==> src/rtl/hbus_pkg.sv <==
package hbus_pkg;
  typedef enum logic [2:0] {
    HB_IDLE,
    HB_ADDR,
    HB_DATA,
    HB_CONT,
    HB_CLOSE
  } hb_state_t;

  localparam logic [1:0] HB_CS_LATCH_DUAL = 2'b11;
endpackage

==> src/rtl/hbus_wait_ctr.sv <==
module hbus_wait_ctr #(
  parameter int W = 4
) (
  input  logic         clk,
  input  logic         rst,
  input  logic         clr,
  input  logic         en,
  input  logic [W-1:0] limit,
  output logic         done
);
  logic [W-1:0] cnt;

  always_ff @(posedge clk) begin
    if (rst || clr) cnt <= '0;
    else if (en)    cnt <= cnt + 1'b1;
  end

  assign done = (cnt == limit);
endmodule

==> src/rtl/hbus_strobe_gen.sv <==
module hbus_strobe_gen
  import hbus_pkg::*;
(
  input  logic       clk,
  input  logic       rst,
  input  hb_state_t  st_d,
  input  logic       wr_d,
  input  logic       hi_d,
  input  logic [1:0] cs_mode,
  output logic       cs0_n,
  output logic       cs1_n,
  output logic       ale,
  output logic       oe_n,
  output logic       we_n
);
  logic dual, cs_on, strobe_on;

  always_comb begin
    dual      = (cs_mode == HB_CS_LATCH_DUAL);
    cs_on     = (st_d == HB_ADDR) || (st_d == HB_DATA) || (st_d == HB_CONT);
    strobe_on = (st_d == HB_DATA) || (st_d == HB_CONT);
  end

  always_ff @(posedge clk) begin
    if (rst) begin
      cs0_n <= 1'b1;
      cs1_n <= 1'b1;
      ale   <= 1'b0;
      oe_n  <= 1'b1;
      we_n  <= 1'b1;
    end else begin
      cs0_n <= !(cs_on && !(dual && hi_d));
      cs1_n <= !(cs_on && dual && hi_d);
      ale   <= dual && (st_d == HB_ADDR);
      oe_n  <= !(strobe_on && !wr_d);
      we_n  <= !(strobe_on && wr_d && (st_d == HB_DATA));
    end
  end
endmodule

==> src/rtl/hbus_ctrl.sv <==
module hbus_ctrl
  import hbus_pkg::*;
#(
  parameter  int ADDR_W = 20,
  parameter  int DATA_W = 16,
  parameter  int WS_W   = 4,
  parameter  int LEN_W  = 8,
  localparam int BE_W   = DATA_W / 8
) (
  input  logic              clk,
  input  logic              rst,
  input  logic              req_valid,
  output logic              req_ready,
  input  logic [ADDR_W-1:0] req_addr,
  input  logic [DATA_W-1:0] req_wdata,
  input  logic              req_write,
  input  logic [BE_W-1:0]   req_be,
  input  logic [LEN_W-1:0]  req_len,
  input  logic [WS_W-1:0]   cfg_rd_ws,
  input  logic [WS_W-1:0]   cfg_wr_ws,
  input  logic              cfg_cont_en,
  input  logic [1:0]        cfg_cs_mode,
  input  logic              cfg_bsel_en,
  output logic              rsp_valid,
  output logic [DATA_W-1:0] rsp_rdata,
  output logic [ADDR_W-1:0] bus_addr,
  output logic [DATA_W-1:0] bus_dout,
  output logic              bus_doe,
  input  logic [DATA_W-1:0] bus_din,
  output logic [BE_W-1:0]   bus_bsel_n,
  output logic              bus_cs0_n,
  output logic              bus_cs1_n,
  output logic              bus_ale,
  output logic              bus_oe_n,
  output logic              bus_we_n
);
  hb_state_t         st_q, st_d;
  logic [ADDR_W-1:0] addr_q, addr_d;
  logic [DATA_W-1:0] dout_q, dout_d, rdata_q, rdata_d;
  logic [BE_W-1:0]   bsel_q, bsel_d;
  logic [LEN_W-1:0]  rem_q, rem_d;
  logic              wr_q, wr_d, cont_q, cont_d, doe_q, doe_d, rsp_q, rsp_d;
  logic              wclr, wen, wdone;
  logic [WS_W-1:0]   wlim;

  assign wlim = wr_q ? cfg_wr_ws : cfg_rd_ws;

  hbus_wait_ctr #(.W(WS_W)) u_wait (
    .clk   (clk),
    .rst   (rst),
    .clr   (wclr),
    .en    (wen),
    .limit (wlim),
    .done  (wdone)
  );

  always_comb begin
    st_d    = st_q;
    addr_d  = addr_q;
    dout_d  = dout_q;
    rdata_d = rdata_q;
    bsel_d  = bsel_q;
    rem_d   = rem_q;
    wr_d    = wr_q;
    cont_d  = cont_q;
    doe_d   = doe_q;
    rsp_d   = 1'b0;
    wclr    = 1'b0;
    wen     = 1'b0;
    unique case (st_q)
      HB_IDLE: begin
        if (req_valid) begin
          st_d   = HB_ADDR;
          addr_d = req_addr;
          dout_d = req_wdata;
          wr_d   = req_write;
          doe_d  = req_write;
          bsel_d = cfg_bsel_en ? ~req_be : '1;
          cont_d = cfg_cont_en && !req_write;
          rem_d  = (req_len == '0) ? LEN_W'(1) : req_len;
        end
      end
      HB_ADDR: begin
        st_d = cont_q ? HB_CONT : HB_DATA;
        wclr = 1'b1;
      end
      HB_DATA: begin
        if (wdone) begin
          st_d  = HB_CLOSE;
          rsp_d = 1'b1;
          if (!wr_q) rdata_d = bus_din;
        end else begin
          wen = 1'b1;
        end
      end
      HB_CONT: begin
        if (wdone) begin
          rsp_d   = 1'b1;
          rdata_d = bus_din;
          wclr    = 1'b1;
          if (rem_q == LEN_W'(1)) begin
            st_d = HB_CLOSE;
          end else begin
            addr_d = addr_q + 1'b1;
            rem_d  = rem_q - 1'b1;
          end
        end else begin
          wen = 1'b1;
        end
      end
      HB_CLOSE: begin
        st_d  = HB_IDLE;
        doe_d = 1'b0;
      end
      default: st_d = HB_IDLE;
    endcase
  end

  always_ff @(posedge clk) begin
    if (rst) begin
      st_q    <= HB_IDLE;
      addr_q  <= '0;
      dout_q  <= '0;
      rdata_q <= '0;
      bsel_q  <= '1;
      rem_q   <= '0;
      wr_q    <= 1'b0;
      cont_q  <= 1'b0;
      doe_q   <= 1'b0;
      rsp_q   <= 1'b0;
    end else begin
      st_q    <= st_d;
      addr_q  <= addr_d;
      dout_q  <= dout_d;
      rdata_q <= rdata_d;
      bsel_q  <= bsel_d;
      rem_q   <= rem_d;
      wr_q    <= wr_d;
      cont_q  <= cont_d;
      doe_q   <= doe_d;
      rsp_q   <= rsp_d;
    end
  end

  hbus_strobe_gen u_strobe (
    .clk     (clk),
    .rst     (rst),
    .st_d    (st_d),
    .wr_d    (wr_d),
    .hi_d    (addr_d[ADDR_W-1]),
    .cs_mode (cfg_cs_mode),
    .cs0_n   (bus_cs0_n),
    .cs1_n   (bus_cs1_n),
    .ale     (bus_ale),
    .oe_n    (bus_oe_n),
    .we_n    (bus_we_n)
  );

  assign req_ready  = (st_q == HB_IDLE);
  assign rsp_valid  = rsp_q;
  assign rsp_rdata  = rdata_q;
  assign bus_addr   = addr_q;
  assign bus_dout   = dout_q;
  assign bus_doe    = doe_q;
  assign bus_bsel_n = bsel_q;
endmodule

==> config.mk <==
export PLATFORM = sky130hd
export DESIGN_NAME = hbus_ctrl
export DESIGN_NICKNAME = d
export VERILOG_FILES = /design/src/rtl/hbus_pkg.sv /design/src/rtl/hbus_wait_ctr.sv /design/src/rtl/hbus_strobe_gen.sv /design/src/rtl/hbus_ctrl.sv
export SDC_FILE = /design/constraint.sdc
export NUM_CORES = 1
export LEC_CHECK = 0
export ABC_AREA = 1
export CORE_MARGIN = 5
export CORE_UTILIZATION = 25
export DETAILED_ROUTE_END_ITERATION = 10
export MAX_ROUTING_LAYER = met4
export PLACE_DENSITY_LB_ADDON = 0.12
export SLEW_MARGIN = 10
export SYNTH_ARGS = -nofsm -noshare
export SYNTH_HDL_FRONTEND = slang
export SYNTH_HIERARCHICAL = 1
export SYNTH_SLANG_ARGS = --single-unit
export TNS_END_PERCENT = 20
==> constraint.sdc <==
create_clock -name clk -period 1.9 [get_ports clk]
set_input_delay 0.38 -clock clk [delete_from_list [all_inputs] [get_ports clk]]
set_output_delay 0.38 -clock clk [all_outputs]
set_load 0.02 [all_outputs]
==> run summary, run 1 <==
final period utilization - 101%
Worst Tran Pin Value - 0.477 ns
die width - 134 um
DR pass1 iterations - 5
family with the most delay on the worst path - buffers and inverters
WP depth - 15
Vias/cell - 4.57
Synth cell types - 39
total power - 4.88 mW
synth warn - 6
Cell Pwr Density - 801 nW/um^2
Die ar. - 18000 um^2
IO buf count - 139
Synth top cells by count - 154 x nand2_1, 85 x nor2_1, 78 x dfxtp_1
largest net degree at the start of global routing - 27
Syn Std Cell Area - 3850 um^2
Post-Syn Nets - 646
CP Class - input port to flip-flop
DP Worst Slack - -0.545 ns
CP max FO - 7
Synth Flop Type - dfxtp_1
DRC viols - 0
status - complete, but fails checks
final worst slack - -0.0277 ns
RSZ-0062 raised after global routing - true
CTS tree - built
H-tree Lvls - 3
post-synth top area cell - dfxtp_1
Worst Reg-to-Reg Cells - 14
fillers - 1577
starting density of the core - 25.4%
overall routed net length - 13200 um
failing checks - setup timing
Hold Path Depth - 2
crit path capture - rsp_rdata[2]
Final Critical Period - 1.93 ns
most common cell in the netlist - nand2_1
most frequent CP cell - nand2_1
# rows - 45
Placer Congestion - 0.801
Iter 0 DRT Violations - 240
I/O Pins - 140
worst-path cell chain - clkdlybuf4s50_1 -> nand2_1 -> nand2_1 -> nand2_1 -> nand2_1 -> nand2_2 -> nor2_4 -> inv_4 -> nor2_2 -> inv_2 -> a21oi_4 -> clkinvlp_4 -> buf_6 -> nor2_2 -> nor2_1
Final #Nets - 810
initial antenna violation count - 0
Crit path arrival time - 2.17 ns
Worst path max stage delay - 0.45 ns
slowest CP cell - clkdlybuf4s50_1
final setup fails - 14
core footprint - 15100 um^2
Final ANT Viol Nets - 0
vias in the first global route - 4167
HP Class - input port to flip-flop
ANT cells - 0
Die Y-Extent - 134 um
#FFs+latches synth - 78
Area contributors post-synth - dfxtp_1 41%, nand2_1 15%, nor2_1 8.3%, a21oi_1 6.4%, o21ai_0 5.5%
Tot GR Track Use - 15.0%
Critical Path Start - cfg_wr_ws[0]
Async SR Flop Fraction - 0%
# clock sinks - 78
post-DR wirelength/cell - 14.3 um
CP endpoint kind - flip-flop
Final Hold Viols - 0
first-pass GRT wire length - 21000 um
worst-skew pair later-pin latency - 0.35 ns
Core Util, Final - 40.2%
Crit Reg-Reg Endpoint - rsp_rdata[2]
Reg-to-Reg Start - wr_q
Worst setup SP type - input port
Post-Synthesis Cells - 564
Rel. slew slack - 68.1%
P&R area growth vs syn - 58.2%
Slew Viols, Final - 0
Fmax achieved - 519 MHz
worst vdd ir - 0.378 mV
Clock transition at path regs - 0.07 ns
total gr overflow - 0
Root Driver - clkbuf_16
Max Cap Viol - 0
Post-synth EDFFs - 0
FF-to-FF setup slack - -0.02 ns
CTS Buf Count - 9
Via Count - 4208
Longest Clk Path Bufs - 2
top-area cell type share of the netlist area - 40.6%
share of cells above drive strength 1 - 14.3%
Data required, critical path - 2.14 ns
DP HPWL - 9420 um
syn avg cell area - 6.83 um^2
Seq/Total Area, Yosys - 40.6%
Buf+Inv Stages, Crit Path - 5
Leak Pwr - 2.42 nW
Fin Clk Skew - 0.00930 ns
[layout by cell type, fill, tap and decap left out, types with 3 or more instances in the layout]
cell type        Yosys  final
nand4_1              5      5
a21oi_1             49     49
dfxtp_1             78     77
ha_1                 4      4
nand2_2              4     15
dlygate4sd2_1        0      6
nand3_1             25     23
clkbuf_16            0      9
nor2_4               3      8
nand2_1            154    143
buf_4                3     27
a31oi_1              8      8
nor2_1              85     73
o21ai_1              4      9
inv_2                3      5
o211ai_1             3      3
nor2_2               3     10
buf_6                2      4
clkdlybuf4s50_1      0    130
o21ai_0             42     37
inv_1               46     41
nor3_1               5      4
[metal layers]
layer,vias to the layer above,GRT usage (%),part of all wire (%)
li1,2155,-,-
met1,1916,17.9,45
met2,117,24.3,47
met3,20,3.64,5.6
met4,0,6.28,2.0
met5,-,-,0
[registers in the layout (all words and copies together), names as in the netlist, 2 cells and up]
signal      flops
bus_addr       20
bus_bsel_n      2
bus_dout       16
rem_q           8
rsp_rdata      16
st_q            3
u_wait/cnt      4
[kinds of logic (layout without fill, tap and decap cells)]
logic type	count (synthesis)	in the layout	share of synthesized area [%]
compound gates	116	117	17.1
xor+xnor	5	5	1.14
fa+ha+maj	4	4	1.30
buf+inv	69	237	7.51
flops	78	78	40.6
simple gates	292	292	32.4
[stage by stage]
| stage | hold WS [ns] | cells | TNS [ns] | cell area, um^2 |
|---|---|---|---|---|
| finish | 0.324 | 921 | -0.192 | 6090 |
| floorplan | 0.445 | 564 | 0 | 3850 |
| CTS | 0.311 | 920 | -0.717 | 6010 |
| global placement | 0.451 | 901 | -21.62 | 5620 |
| global route | 0.325 | 921 | -5.11 | 6090 |
| detailed placement | 0.453 | 901 | -22.67 | 5620 |
[power breakdown]
group | internal [mW] | switching, mW
clock | 1.06 | 0.740
combinational | 0.555 | 0.653
sequential | 1.76 | 0.110
[what timing repair did]
item,in CTS,in global routing
resized for setup,28,30
cloned,1,0
setup endpoints to repair,45,52
hold buffers,0,0
pin swaps,10,22
setup buffers,2,1
[worst register-to-register path, delay by kind of cell (launching register included)]
kind,cells,cell delay (ns)
xor+xnor,1,0.15
flops,1,0.39
compound gates,1,0.21
buf+inv,5,0.50
simple gates,7,0.56
[area by class of cell]
cell class / count / area, um^2 / area share, %
Multi-Input combinational cell: 418 / 2120 / 34.8
Timing Repair Buffer: 172 / 1670 / 27.4
Sequential cell: 78 / 1570 / 25.7
Clock buffer: 10 / 239 / 3.92
Tap cell: 188 / 235 / 3.86
Inverter: 49 / 193 / 3.16
Clock inverter: 6 / 68.8 / 1.13
[how the worst min path moves through the flow]
stage	startpoint	end	slack, ns
2_1_floorplan	cont_q	cont_q	0.45
3_3_place_gp	bus_dout[12]	bus_dout[12]	0.45
3_5_place_dp	bus_dout[12]	bus_dout[12]	0.45
4_1_cts	rst	wr_q	0.31
5_1_grt	rst	wr_q	0.33
6_report	rst	wr_q	0.32
Power figures use the tool's default switching activity.
==> inputs of run 2 (changes only) <==
Settings changed: ABC_AREA 1 to default, REMOVE_ABC_BUFFERS from default to 1.
==> run 2 against run 1 <==
The run still ends with setup timing left; global-route usage is 0.46 points higher; setup slack worse by 0.67 ns; combinational power is 8% lower; register-to-register slack worse by 0.67 ns; clock-buffer cell count stayed put; synthesized cell count is 19% lower; total power is 4.0% lower; flip-flop and latch count stayed put; clock power hardly changed; critical endpoint is now u_strobe/cs1_n; largest cell class unchanged; highest routed layer unchanged.
==> run summary, run 2 <==
CTS tree - built
failing checks - setup timing
overall routed net length - 14000 um (+6.6%)
initial antenna violation count - 0 (unchanged)
crit path capture - u_strobe/cs1_n
most common cell in the netlist - dfxtp_1
most common cell after layout, fill and taps aside - clkdlybuf4s50_1
FF-to-FF setup slack - -0.69 ns (-0.67 ns)
Post-synth EDFFs - 0 (unchanged)
DP HPWL - 10200 um (+8.2%)
Leak Pwr - 2.45 nW (+1.2%)
Cell Int Power - 3.33 mW (-1.4%)
core footprint - 15200 um^2 (+0.37%)
DRC viols - 0 (unchanged)
Core Util, Final - 43.0% (+2.8 points)
Rel. slew slack - 72.1% (+4.1 points)
DR pass1 iterations - 5 (unchanged)
slowest CP cell - or4_1
final setup fails - 58 (+44)
I/O Pins - 140 (unchanged)
most frequent cells in the layout - 135 x clkdlybuf4s50_1, 76 x dfxtp_1, 75 x buf_4, 65 x nand2_1, 31 x nor2_1
switching part of the total - 28.9% (-1.9 points)
WP depth - 10 (-5)
Worst path max stage delay - 0.40 ns (-0.05 ns)
Worst Tran Pin Value - 0.415 ns (-0.0619 ns)
Sequential Power Share - 38.3% (about the same)
Tot GR Track Use - 15.5% (+0.46 points)
Die ar. - 18100 um^2 (+0.75%)
Fin Clk Skew - 0.00787 ns (-0.00143 ns)
Reg-to-Reg Start - wr_q
Cell Pwr Density - 716 nW/um^2 (-11%)
die width - 135 um (+0.38%)
Post-Synthesis Cells - 456 (-19%)
Async SR Flop Fraction - 0% (unchanged)
Final Critical Period - 2.59 ns (+0.666 ns)
Syn Std Cell Area - 3880 um^2 (+0.81%)
P&R area growth vs syn - 68.4%
Fmax achieved - 386 MHz (-26%)
Worst setup SP type - flip-flop
Data required, critical path - 2.11 ns (-0.03 ns)
status - complete, but fails checks
H-tree Lvls - 3 (unchanged)
CP Class - flip-flop to flip-flop
family with the most delay on the worst path - simple AND/OR/NAND/NOR gates
M1 WL - 6550 um (+10%)
Buf+Inv Stages, Crit Path - 1 (-4)
CP endpoint kind - flip-flop
CP max FO - 5 (-2)
Iter 0 DRT Violations - 216 (-10%)
dpl cells - 829 (-8.0%)
total gr overflow - 0 (unchanged)
ANT cells - 0 (unchanged)
Synth Flop Type - dfxtp_1
post-synth top area cell - dfxtp_1
Synth top cells by count - 78 x dfxtp_1, 65 x nand2_1, 34 x a21oi_1
share of cells above drive strength 1 - 22.1% (+7.8 points)
Final #Nets - 742 (-8.4%)
syn avg cell area - 8.51 um^2 (+25%)
Synth cell types - 63 (+62%)
Longest Clk Path Bufs - 2 (unchanged)
# hold bufs at CTS - 0 (unchanged)
Max Cap Viol - 0 (unchanged)
starting density of the core - 25.5% (+0.11 points)
Clock transition at path regs - 0.06 ns (about the same)
max reg flops - 20 (unchanged)
Crit Reg-Reg Endpoint - u_strobe/cs1_n
IO buf count - 139 (unchanged)
final period utilization - 137% (+35 points)
worst-path cell chain - mux2_4 -> xor2_2 -> nor4_2 -> buf_4 -> nand3_2 -> a21oi_2 -> nand4b_1 -> a31oi_1 -> nand3_1 -> or4_1
Placer Congestion - 0.784 (-2.1%)
fillers - 1511 (-4.2%)
first-pass GRT wire length - 22000 um (+4.9%)
clock share of power - 37.9% (+1.0 points)
largest net degree at the start of global routing - 35 (+30%)
Via Count - 4268 (+1.4%)
Die Y-Extent - 135 um (+0.38%)
CTS Buf Count - 9 (unchanged)
Crit path arrival time - 2.81 ns (+0.64 ns)
#FFs+latches synth - 78 (unchanged)
post-route insts no fill - 853 (-7.4%)
RSZ-0062 raised after global routing - true
final worst slack - -0.694 ns (-0.666 ns)
Final ANT Viol Nets - 0 (unchanged)
synth warn - 6 (unchanged)
vias in the first global route - 4259 (+2.2%)
# clock sinks - 78 (unchanged)
top-area cell type share of the netlist area - 40.2% (-0.33 points)
setup TNS - -27.68 ns (-27.49 ns)
Worst Reg-to-Reg Cells - 10 (-4)
Critical Path Start - wr_q
Seq/Total Area, Yosys - 40.2% (-0.33 points)
Final Hold Viols - 0 (unchanged)
# rows - 45 (unchanged)
DR WL met3 - 700 um (-5.3%)
worst-skew pair later-pin latency - 0.34 ns (about the same)
Slew Viols, Final - 0 (unchanged)
HP Class - input port to flip-flop
post-DR wirelength/cell - 16.4 um (+15%)
Area contributors post-synth - dfxtp_1 40%, nand2_1 6.3%, mux2i_1 5.9%, a21oi_1 4.4%, nand3_1 3.7%
met2 WL - 6510 um (+5.0%)
worst vdd ir - 0.460 mV (+22%)
Net Sw Power - 1.35 mW (-10%)
combinational power share - 23.8% (-1.0 points)
top layer in use - met4
Vias/cell - 5.00 (+9.5%)
Root Driver - clkbuf_16
## run 2: power by group through the flow
stage               Sequential [mW]  Combinational, mW  Clock (mW)
global route                   1.80               1.21        1.90
detailed placement             1.83               1.06           0
global placement               1.83               1.05           0
finish                         1.79               1.11        1.77
CTS                            1.79               1.10        1.82
floorplan                      1.94              0.328           0
## run 2: area by class of cell
class | count | area (um^2) | area share (%)
timing repair buffer | 225 | 2100 | 32.2
clock inverter | 6 | 71.3 | 1.09
multi-input combinational | 335 | 2290 | 35.0
sequential | 78 | 1570 | 24.0
clock buffer | 10 | 229 | 3.50
inverter | 11 | 41.3 | 0.632
tap | 188 | 235 | 3.60
## run 2: worst min-delay path by stage
stage                 start           end  slack [ns]  cells past startpoint
2_1_floorplan        cont_q        cont_q        0.43                      2
3_3_place_gp    bus_dout[8]   bus_dout[8]        0.44                      2
3_5_place_dp   bus_dout[14]  bus_dout[14]        0.45                      2
4_1_cts                 rst   bus_addr[6]        0.42                      2
5_1_grt                 rst   bus_addr[6]        0.45                      2
6_report                rst   bus_addr[6]        0.44                      2
## run 2: metal layers
layer	up-vias	track usage, %
met2	133	24.5
met3	19	2.91
met5	-	-
met1	2020	19.9
li1	2096	-
met4	0	5.54
## run 2: stage by stage
step / area, um^2 / hold slack (ns) / total power [mW] / worst slack (ns)
floorplan: 3720 / 0.425 / 2.26 / -1.40
global placement: 5960 / 0.442 / 2.88 / -1.25
detailed placement: 5960 / 0.448 / 2.89 / -1.28
CTS: 6430 / 0.423 / 4.72 / -0.668
global route: 6540 / 0.446 / 4.91 / -0.799
finish: 6540 / 0.441 / 4.68 / -0.694
## run 2: cells by family after synthesis
family | share of synthesized area, %
fa+ha+maj | 1.29
xor+xnor | 1.13
mux | 7.67
simple gates | 25.7
buf+inv | 5.19
compound gates | 18.8
flops | 40.2
## run 2: what timing repair did
item	CTS	global route
setup buffers	4	6
gates resized for setup	32	21
gates cloned	1	0
pin swaps	16	6
setup endpoints to repair	70	69
